--- src/rtl/vtrap_pkg.sv ---
package vtrap_pkg;

    localparam int REASON_W = 2;

    typedef enum logic {
        TGT_KERNEL = 1'b0,
        TGT_HYP    = 1'b1
    } tgt_e;

    typedef enum logic [REASON_W-1:0] {
        RSN_NONE  = 2'd0,
        RSN_SENS  = 2'd1,
        RSN_IRQ   = 2'd2,
        RSN_FAULT = 2'd3
    } reason_e;

    typedef struct packed {
        logic nonroot;
        logic kernel;
        logic en;
    } mode_t;

    typedef struct packed {
        logic    trap;
        tgt_e    tgt;
        logic    leave_guest;
        reason_e reason;
    } verdict_t;

    typedef struct packed {
        logic valid;
        logic priv;
        logic sens;
    } insn_t;

    typedef struct packed {
        logic syscall;
        logic irq;
        logic fault;
    } evt_t;

    function automatic verdict_t exit_to_hyp(reason_e r);
        verdict_t v;
        v.trap        = 1'b1;
        v.tgt         = TGT_HYP;
        v.leave_guest = 1'b1;
        v.reason      = r;
        return v;
    endfunction

    function automatic verdict_t enter_kernel();
        verdict_t v;
        v.trap        = 1'b1;
        v.tgt         = TGT_KERNEL;
        v.leave_guest = 1'b0;
        v.reason      = RSN_NONE;
        return v;
    endfunction

    function automatic verdict_t no_trap();
        verdict_t v;
        v.trap        = 1'b0;
        v.tgt         = TGT_KERNEL;
        v.leave_guest = 1'b0;
        v.reason      = RSN_NONE;
        return v;
    endfunction

endpackage

--- src/rtl/vtrap_decide.sv ---
module vtrap_decide
    import vtrap_pkg::*;
(
    input  mode_t    mode_i,
    input  insn_t    insn_i,
    input  evt_t     evt_i,
    output verdict_t verdict_o
);

    always_comb begin
        verdict_o = no_trap();
        if (evt_i.irq) begin
            verdict_o = mode_i.nonroot ? exit_to_hyp(RSN_IRQ) : enter_kernel();
        end else if (evt_i.fault) begin
            verdict_o = mode_i.nonroot ? exit_to_hyp(RSN_FAULT) : enter_kernel();
        end else if (evt_i.syscall) begin
            verdict_o = enter_kernel();
        end else if (insn_i.valid) begin
            if (mode_i.nonroot && insn_i.sens)
                verdict_o = exit_to_hyp(RSN_SENS);
            else if (insn_i.priv && !mode_i.kernel)
                verdict_o = enter_kernel();
        end
    end

endmodule

--- src/rtl/vtrap_mode_ctl.sv ---
module vtrap_mode_ctl
    import vtrap_pkg::*;
(
    input  logic     clk,
    input  logic     rst,
    input  verdict_t verdict_i,
    input  logic     cmd_virt_on,
    input  logic     cmd_virt_off,
    input  logic     cmd_enter,
    input  logic     cmd_ret,
    output mode_t    mode_o,
    output logic     entry_err_o
);

    mode_t mode_q, mode_d;
    logic  entry_ok, err_d;

    assign entry_ok = cmd_enter && mode_q.en && !mode_q.nonroot && !verdict_i.trap;

    always_comb begin
        mode_d = mode_q;
        err_d  = cmd_enter && !entry_ok;
        if (verdict_i.trap) begin
            mode_d.kernel = 1'b1;
            if (verdict_i.leave_guest)
                mode_d.nonroot = 1'b0;
        end else begin
            if (cmd_virt_on)
                mode_d.en = 1'b1;
            else if (cmd_virt_off && !mode_q.nonroot)
                mode_d.en = 1'b0;
            if (entry_ok) begin
                mode_d.nonroot = 1'b1;
                mode_d.kernel  = 1'b1;
            end else if (cmd_ret) begin
                mode_d.kernel = 1'b0;
            end
        end
    end

    always_ff @(posedge clk) begin
        if (rst) begin
            mode_q      <= '{nonroot: 1'b0, kernel: 1'b1, en: 1'b0};
            entry_err_o <= 1'b0;
        end else begin
            mode_q      <= mode_d;
            entry_err_o <= err_d;
        end
    end

    assign mode_o = mode_q;

endmodule

--- src/rtl/vtrap_report.sv ---
module vtrap_report
    import vtrap_pkg::*;
(
    input  logic     clk,
    input  logic     rst,
    input  verdict_t verdict_i,
    output logic     trap_o,
    output tgt_e     tgt_o,
    output reason_e  reason_o
);

    always_ff @(posedge clk) begin
        if (rst) begin
            trap_o   <= 1'b0;
            tgt_o    <= TGT_KERNEL;
            reason_o <= RSN_NONE;
        end else begin
            trap_o <= verdict_i.trap;
            tgt_o  <= verdict_i.tgt;
            if (verdict_i.trap && verdict_i.leave_guest)
                reason_o <= verdict_i.reason;
        end
    end

endmodule

--- src/rtl/vtrap_unit.sv ---
module vtrap_unit
    import vtrap_pkg::*;
(
    input  logic                clk,
    input  logic                rst,
    input  logic                insn_valid,
    input  logic                insn_priv,
    input  logic                insn_sens,
    input  logic                evt_syscall,
    input  logic                evt_irq,
    input  logic                evt_fault,
    input  logic                cmd_virt_on,
    input  logic                cmd_virt_off,
    input  logic                cmd_enter,
    input  logic                cmd_ret,
    output logic                trap_o,
    output logic                trap_tgt_o,
    output logic                priv_o,
    output logic                nonroot_o,
    output logic                virt_en_o,
    output logic [REASON_W-1:0] exit_reason_o,
    output logic                entry_err_o
);

    mode_t    mode;
    verdict_t verdict;
    insn_t    insn;
    evt_t     evt;
    tgt_e     tgt;
    reason_e  reason;

    assign insn = '{valid: insn_valid, priv: insn_priv, sens: insn_sens};
    assign evt  = '{syscall: evt_syscall, irq: evt_irq, fault: evt_fault};

    vtrap_decide u_decide (
        .mode_i   (mode),
        .insn_i   (insn),
        .evt_i    (evt),
        .verdict_o(verdict)
    );

    vtrap_mode_ctl u_mode (
        .clk         (clk),
        .rst         (rst),
        .verdict_i   (verdict),
        .cmd_virt_on (cmd_virt_on),
        .cmd_virt_off(cmd_virt_off),
        .cmd_enter   (cmd_enter),
        .cmd_ret     (cmd_ret),
        .mode_o      (mode),
        .entry_err_o (entry_err_o)
    );

    vtrap_report u_report (
        .clk      (clk),
        .rst      (rst),
        .verdict_i(verdict),
        .trap_o   (trap_o),
        .tgt_o    (tgt),
        .reason_o (reason)
    );

    assign trap_tgt_o    = tgt;
    assign exit_reason_o = reason;
    assign priv_o        = mode.kernel;
    assign nonroot_o     = mode.nonroot;
    assign virt_en_o     = mode.en;

endmodule

--- config.mk ---
export PLATFORM = sky130hd
export DESIGN_NAME = vtrap_unit
export DESIGN_NICKNAME = d
export VERILOG_FILES = /design/src/rtl/vtrap_pkg.sv /design/src/rtl/vtrap_decide.sv /design/src/rtl/vtrap_mode_ctl.sv /design/src/rtl/vtrap_report.sv /design/src/rtl/vtrap_unit.sv
export SDC_FILE = /design/constraint.sdc
export NUM_CORES = 1
export LEC_CHECK = 0
export BUFFER_PORTS_ARGS = -buffer_cell sky130_fd_sc_hd__buf_4
export CAP_MARGIN = 20
export CORE_AREA = 5 5 42 44
export DETAILED_ROUTE_END_ITERATION = 10
export DIE_AREA = 0 0 47 49
export PLACE_DENSITY = 0.62
export SLEW_MARGIN = 20
export SYNTH_ARGS = -nofsm -noshare
export SYNTH_HDL_FRONTEND = slang
export SYNTH_SLANG_ARGS = --single-unit
--- constraint.sdc ---
create_clock -name clk -period 1.1 [get_ports clk]
set_input_delay 0.11 -clock clk [delete_from_list [all_inputs] [get_ports clk]]
set_output_delay 0.11 -clock clk [all_outputs]
set_load 0.02 [all_outputs]
# After elaboration in Yosys (flattened, before gate mapping)
# Cells that the tools add are included.
# W data, S select, Z words.
# op_classes
n_mul	0
addsub	0
magnitude_cmp	0
shifts	0
div	0
n_eq_ne	1
reduce_logical	17
bitwise_logic	1
muxes	15
# ops
cell	count
$mux W5	6
$logic_and A1 B1 Y1	8
$mux W4	2
$mux W1	6
$logic_not A1 Y1	4
$reduce_and A2 Y1	2
$reduce_bool A2 Y1	2
$reduce_or A3 Y1	1
$mux W2	1
$ne A2 B1 Y1 const B	1
$not A1 Y1	1
# totals
ff_bits	8
inputBits	12
rom_bits	0
wordCells	41
ramBits	0
memories	0
output_inout_bits	8
latchBits	0

# Longest topological paths before layout
# depth
ltp_word	12
depth_mapped	4

# Cells and area by module
# Synthesis repeated with hierarchy kept, for this count alone.
# hier_totals
cells_unflattened	40
hier_area_um2	372.9
# modules_own_cells
module	instances	area_per_inst_um2	cells_each
vtrap_mode_ctl	1	170.2	17
vtrap_report	1	132.6	12
vtrap_decide	1	70.1	11

# Least setup slack after synthesis
# Ideal clock, no wire load.
# synth_path
path_kind	flip-flop to flip-flop
from	reg u_mode.mode_q, in the netlist u_mode.mode_o[2]
to	reg u_mode.entry_err_o
period_less_slack_ns	1.072
t_required_ns	0.985
stages_incl_launch_ff	5
t_arrival_ns	0.957
setup_slack_ns	0.028
cell_sequence	dfxtp_1 > and2_1 > o21ai_2 > nand3b_1 > and3b_1
# synth_between
elab_chain_cells	10
word_cells_on_any_way	12
# synth_lines
element	line_no	source
start: declaration	vtrap_mode_ctl.sv:15	mode_t mode_q, mode_d;
start signal: assignment	vtrap_mode_ctl.sv:43	mode_q <= '{nonroot: 1'b0, kernel: 1'b1, en: 1'b0};
start signal: assignment	vtrap_mode_ctl.sv:46	mode_q <= mode_d;
$logic_and A1 B1 Y1	vtrap_decide.sv:19	if (mode_i.nonroot && insn_i.sens)
$mux W5	vtrap_decide.sv:19	
$mux W5	vtrap_decide.sv:18	end else if (insn_i.valid) begin
$mux W5	vtrap_decide.sv:16	end else if (evt_i.syscall) begin
$mux W5	vtrap_decide.sv:14	end else if (evt_i.fault) begin
$mux W5	vtrap_decide.sv:12	if (evt_i.irq) begin
$logic_not A1 Y1	vtrap_mode_ctl.sv:18	assign entry_ok = cmd_enter && mode_q.en && !mode_q.nonroot && !verdict_i.trap;
$logic_and A1 B1 Y1 *	vtrap_mode_ctl.sv:18	
$logic_not A1 Y1 *	vtrap_mode_ctl.sv:22	err_d = cmd_enter && !entry_ok;
$logic_and A1 B1 Y1 *	vtrap_mode_ctl.sv:22	
end signal: assignment	vtrap_mode_ctl.sv:47	entry_err_o <= err_d;
end: declaration	vtrap_mode_ctl.sv:12	output logic entry_err_o
# Mark *: on every way between the ends. The rest lies on a longest branch, timed or not.
# A chain may end at the register's enable or synchronous reset.

# Worst setup path after layout
# layout_path
from	reg u_mode.mode_q, in the netlist u_mode.mode_o[2]
to	out nonroot_o
# layout_lines
element	line_no	source
end: declaration	vtrap_unit.sv:19	output logic nonroot_o,
# No word-level cell between the ends.

==> flow_summary.toml <==
[worst_setup_path]
r2r-end = "u_mode.entry_err_o"
ff2ff_setup_slack_ns = 0.1
crit_type = "flop to output port"
path_max_fanout = 6
critPathCaptureType = "output port"
arrival_ns = 0.89
cp.required_ns = 0.99
regToRegStartpoint = "u_mode.mode_o[2]"
start_kind = "flop"
reg2reg_depth = 4

[timing]
relSlewSlack_pct = 83.3
period_share_pct = 91.4
hold_viol_final = 0
fin_crit_ns = 1.00
slew_violations = 0
worst_slew_pin_slew_ns = 0.249
whs_ns = 0.0794
setup_violations = 0
tns_ns = 0
skew_ns = 0.00133
fmax_ghz = 0.995
rsz0062_at_grt = "false"

[drt]
vias = 349
vias_per_cell = 4.53
first_iter_violations = 4
wl_per_cell_um = 10.8
wl_um = 835
drc = 0
drtPass1Iterations = 4
ant_nets = 0

[final_layout]
fillers = 166
final_nets = 75
layout_common_cells = "20 x buf_4, 8 x dfxtp_1, 4 x nand2_1, 4 x a21oi_1"
multi_input_area_um2 = 164
n_antenna_cell = 0
area_growth_syn_to_layout_pct = 57.5
drive_gt1_share_pct = 44.3
final_common_cell = "buf_4"
regArea_um2 = 160

[yosys]
synth.avg_cell_area_um2 = 8.82
synth-seq-cells = 8
yosysSeqAreaShare_pct = 47.8
ys.flop_type = "dfxtp_1"
yosysUniqueCellTypes = 17
ys_warn_count = 0
syn-num-nets = 50
netlist.area_leader.share_pct = 47.8
synth_edf_count = 0
yosys.area.top_type = "dfxtp_1"
yosys-top-cells-area = "dfxtp_1 48%, a21oi_1 6.0%, nor3_2 6.0%"
synthCells = 38
syn_area_um2 = 335
async_reset_ff_share_pct = 0

[grt]
use_met3_pct = 3.69
grt_max_degree = 9
grt_antenna_before_repair = 0
grtUsageTotal_pct = 8.31
overflow = 0
grtUsageMet1_pct = 10.3
grt_pass1_wl_mm = 1.33
grtUsageMet2_pct = 10.4
grt_pass1_vias = 341
grt-busiest-layer = "met2"

[pwr]
p_clk_share_pct = 37.4
swShare_pct = 22.9
p_comb_share_pct = 12.9
p_leak_nw = 0.226
p_int_w = 0.000464
pwr-share-seq_pct = 49.7
powerDensity_mw_per_mm2 = 1140
peakVddDrop_mv = 0.495
p_switching_w = 0.000138

[place]
gp_routability_congestion = 0.709
io_buffers = 19

[clocking]
cts_setup_buffers = 0
cts_buffer_depth = 2
htreeDepth = 1
clk_latency_ns = 0.25
numCtsBuffers = 3
cts_tree = "built"
cts_resized = 0
clk_pin_slew_worst_paths_ns = 0.05
clock_sinks = 8
root_buffer = "clkbuf_4"
postCtsHoldBufs = 0

[floorplan]
die_h_um = 49
die_area_mm2 = 0.00230
start_util_pct = 23.9
rows = 14
die_w_um = 47
ios = 20
core_mm2 = 0.00140

[hold_path]
whs_path_depth = 2
min_from = "rst"
holdPathEnd = "u_mode.mode_o[2]"
hold_path_class = "input port to flop"

[flow_run]
maxCapViolations = 0

[outcome]
status = "complete, no violations"
[sequential cells by signal, summed over array words and instances (netlist names)]
signal / cells
u_report.reason_o: 2
u_mode.entry_err_o: 1
u_report.trap_o: 1
u_mode.mode_o: 3
u_report.tgt_o: 1
[power groups by stage]
| stage | clock network (W) | logic, W | registers [W] |
|---|---|---|---|
| finish | 0.000225 | 0.0000777 | 0.000299 |
| global route | 0.000259 | 0.0000844 | 0.000299 |
| CTS | 0.000241 | 0.0000783 | 0.000299 |
| detailed placement | 0 | 0.0000781 | 0.000305 |
| global placement | 0 | 0.0000785 | 0.000306 |
| floorplan | 0 | 0.0000167 | 0.000314 |
[cell families after synthesis]
kind of cell	synth area share, %
and+or+nand+nor	34.7
AOI/OAI and AO/OA	14.2
DFF	47.8
buffers and inverters	3.36
[cells in the mapped netlist, types with 2 or more instances]
master and number:
nand3_1 3, and3b_1 2, and2_1 2, a21oi_1 4
dfxtp_1 8, inv_1 3, nand3b_1 2, nand2_1 4
nor3_2 2
[final cells by class]
type	instances	area share [%]
Multi-Input combinational cell	27	31.0
Tap cell	16	3.79
Clock buffer	3	4.27
Inverter	3	2.13
Sequential cell	8	30.3
Timing Repair Buffer	20	28.4
[worst max-delay path by stage]
stage                     slack, ns            endpoint  cells after the start             start
final                           0.1           nonroot_o                      2  u_mode.mode_o[2]
after global routing           0.02  u_mode.entry_err_o                      4  u_mode.mode_o[2]
after CTS                      0.09           nonroot_o                      2  u_mode.mode_o[2]
after detailed placement       0.11  u_mode.entry_err_o                      4  u_mode.mode_o[2]
after global placement         0.13  u_mode.entry_err_o                      4  u_mode.mode_o[2]
after floorplan                0.03  u_mode.entry_err_o                      4  u_mode.mode_o[2]
[stage by stage]
| stage | setup slack [ns] | std cells | total power (W) | instance area (um2) | util (%) |
|---|---|---|---|---|---|
| after CTS | 0.0943 | 77 | 0.000618 | 528 | 37.7 |
| final | 0.0951 | 77 | 0.000602 | 528 | 37.7 |
| after global routing | 0.0162 | 77 | 0.000643 | 528 | 37.7 |
| after floorplan | 0.0277 | 38 | 0.000330 | 335 | - |
| after global placement | 0.132 | 74 | 0.000384 | 505 | 36.1 |
| after detailed placement | 0.108 | 74 | 0.000383 | 505 | 36.1 |
[metal layers]
| metal | part of all wire, % | vias to the layer above | wire [um] |
|---|---|---|---|
| met4 | 0.96 | 0 | 8 |
| met3 | 8.3 | 2 | 69 |
| li1 | - | 180 | - |
| met1 | 46 | 151 | 380 |
| met5 | 0 | - | 0 |
| met2 | 45 | 16 | 377 |
[critical path: stages, from the launching register on]
cell and delay, ns:
dfxtp_1 0.36, buf_4 0.15, buf_4 0.14
Power figures use the tool's default switching activity.
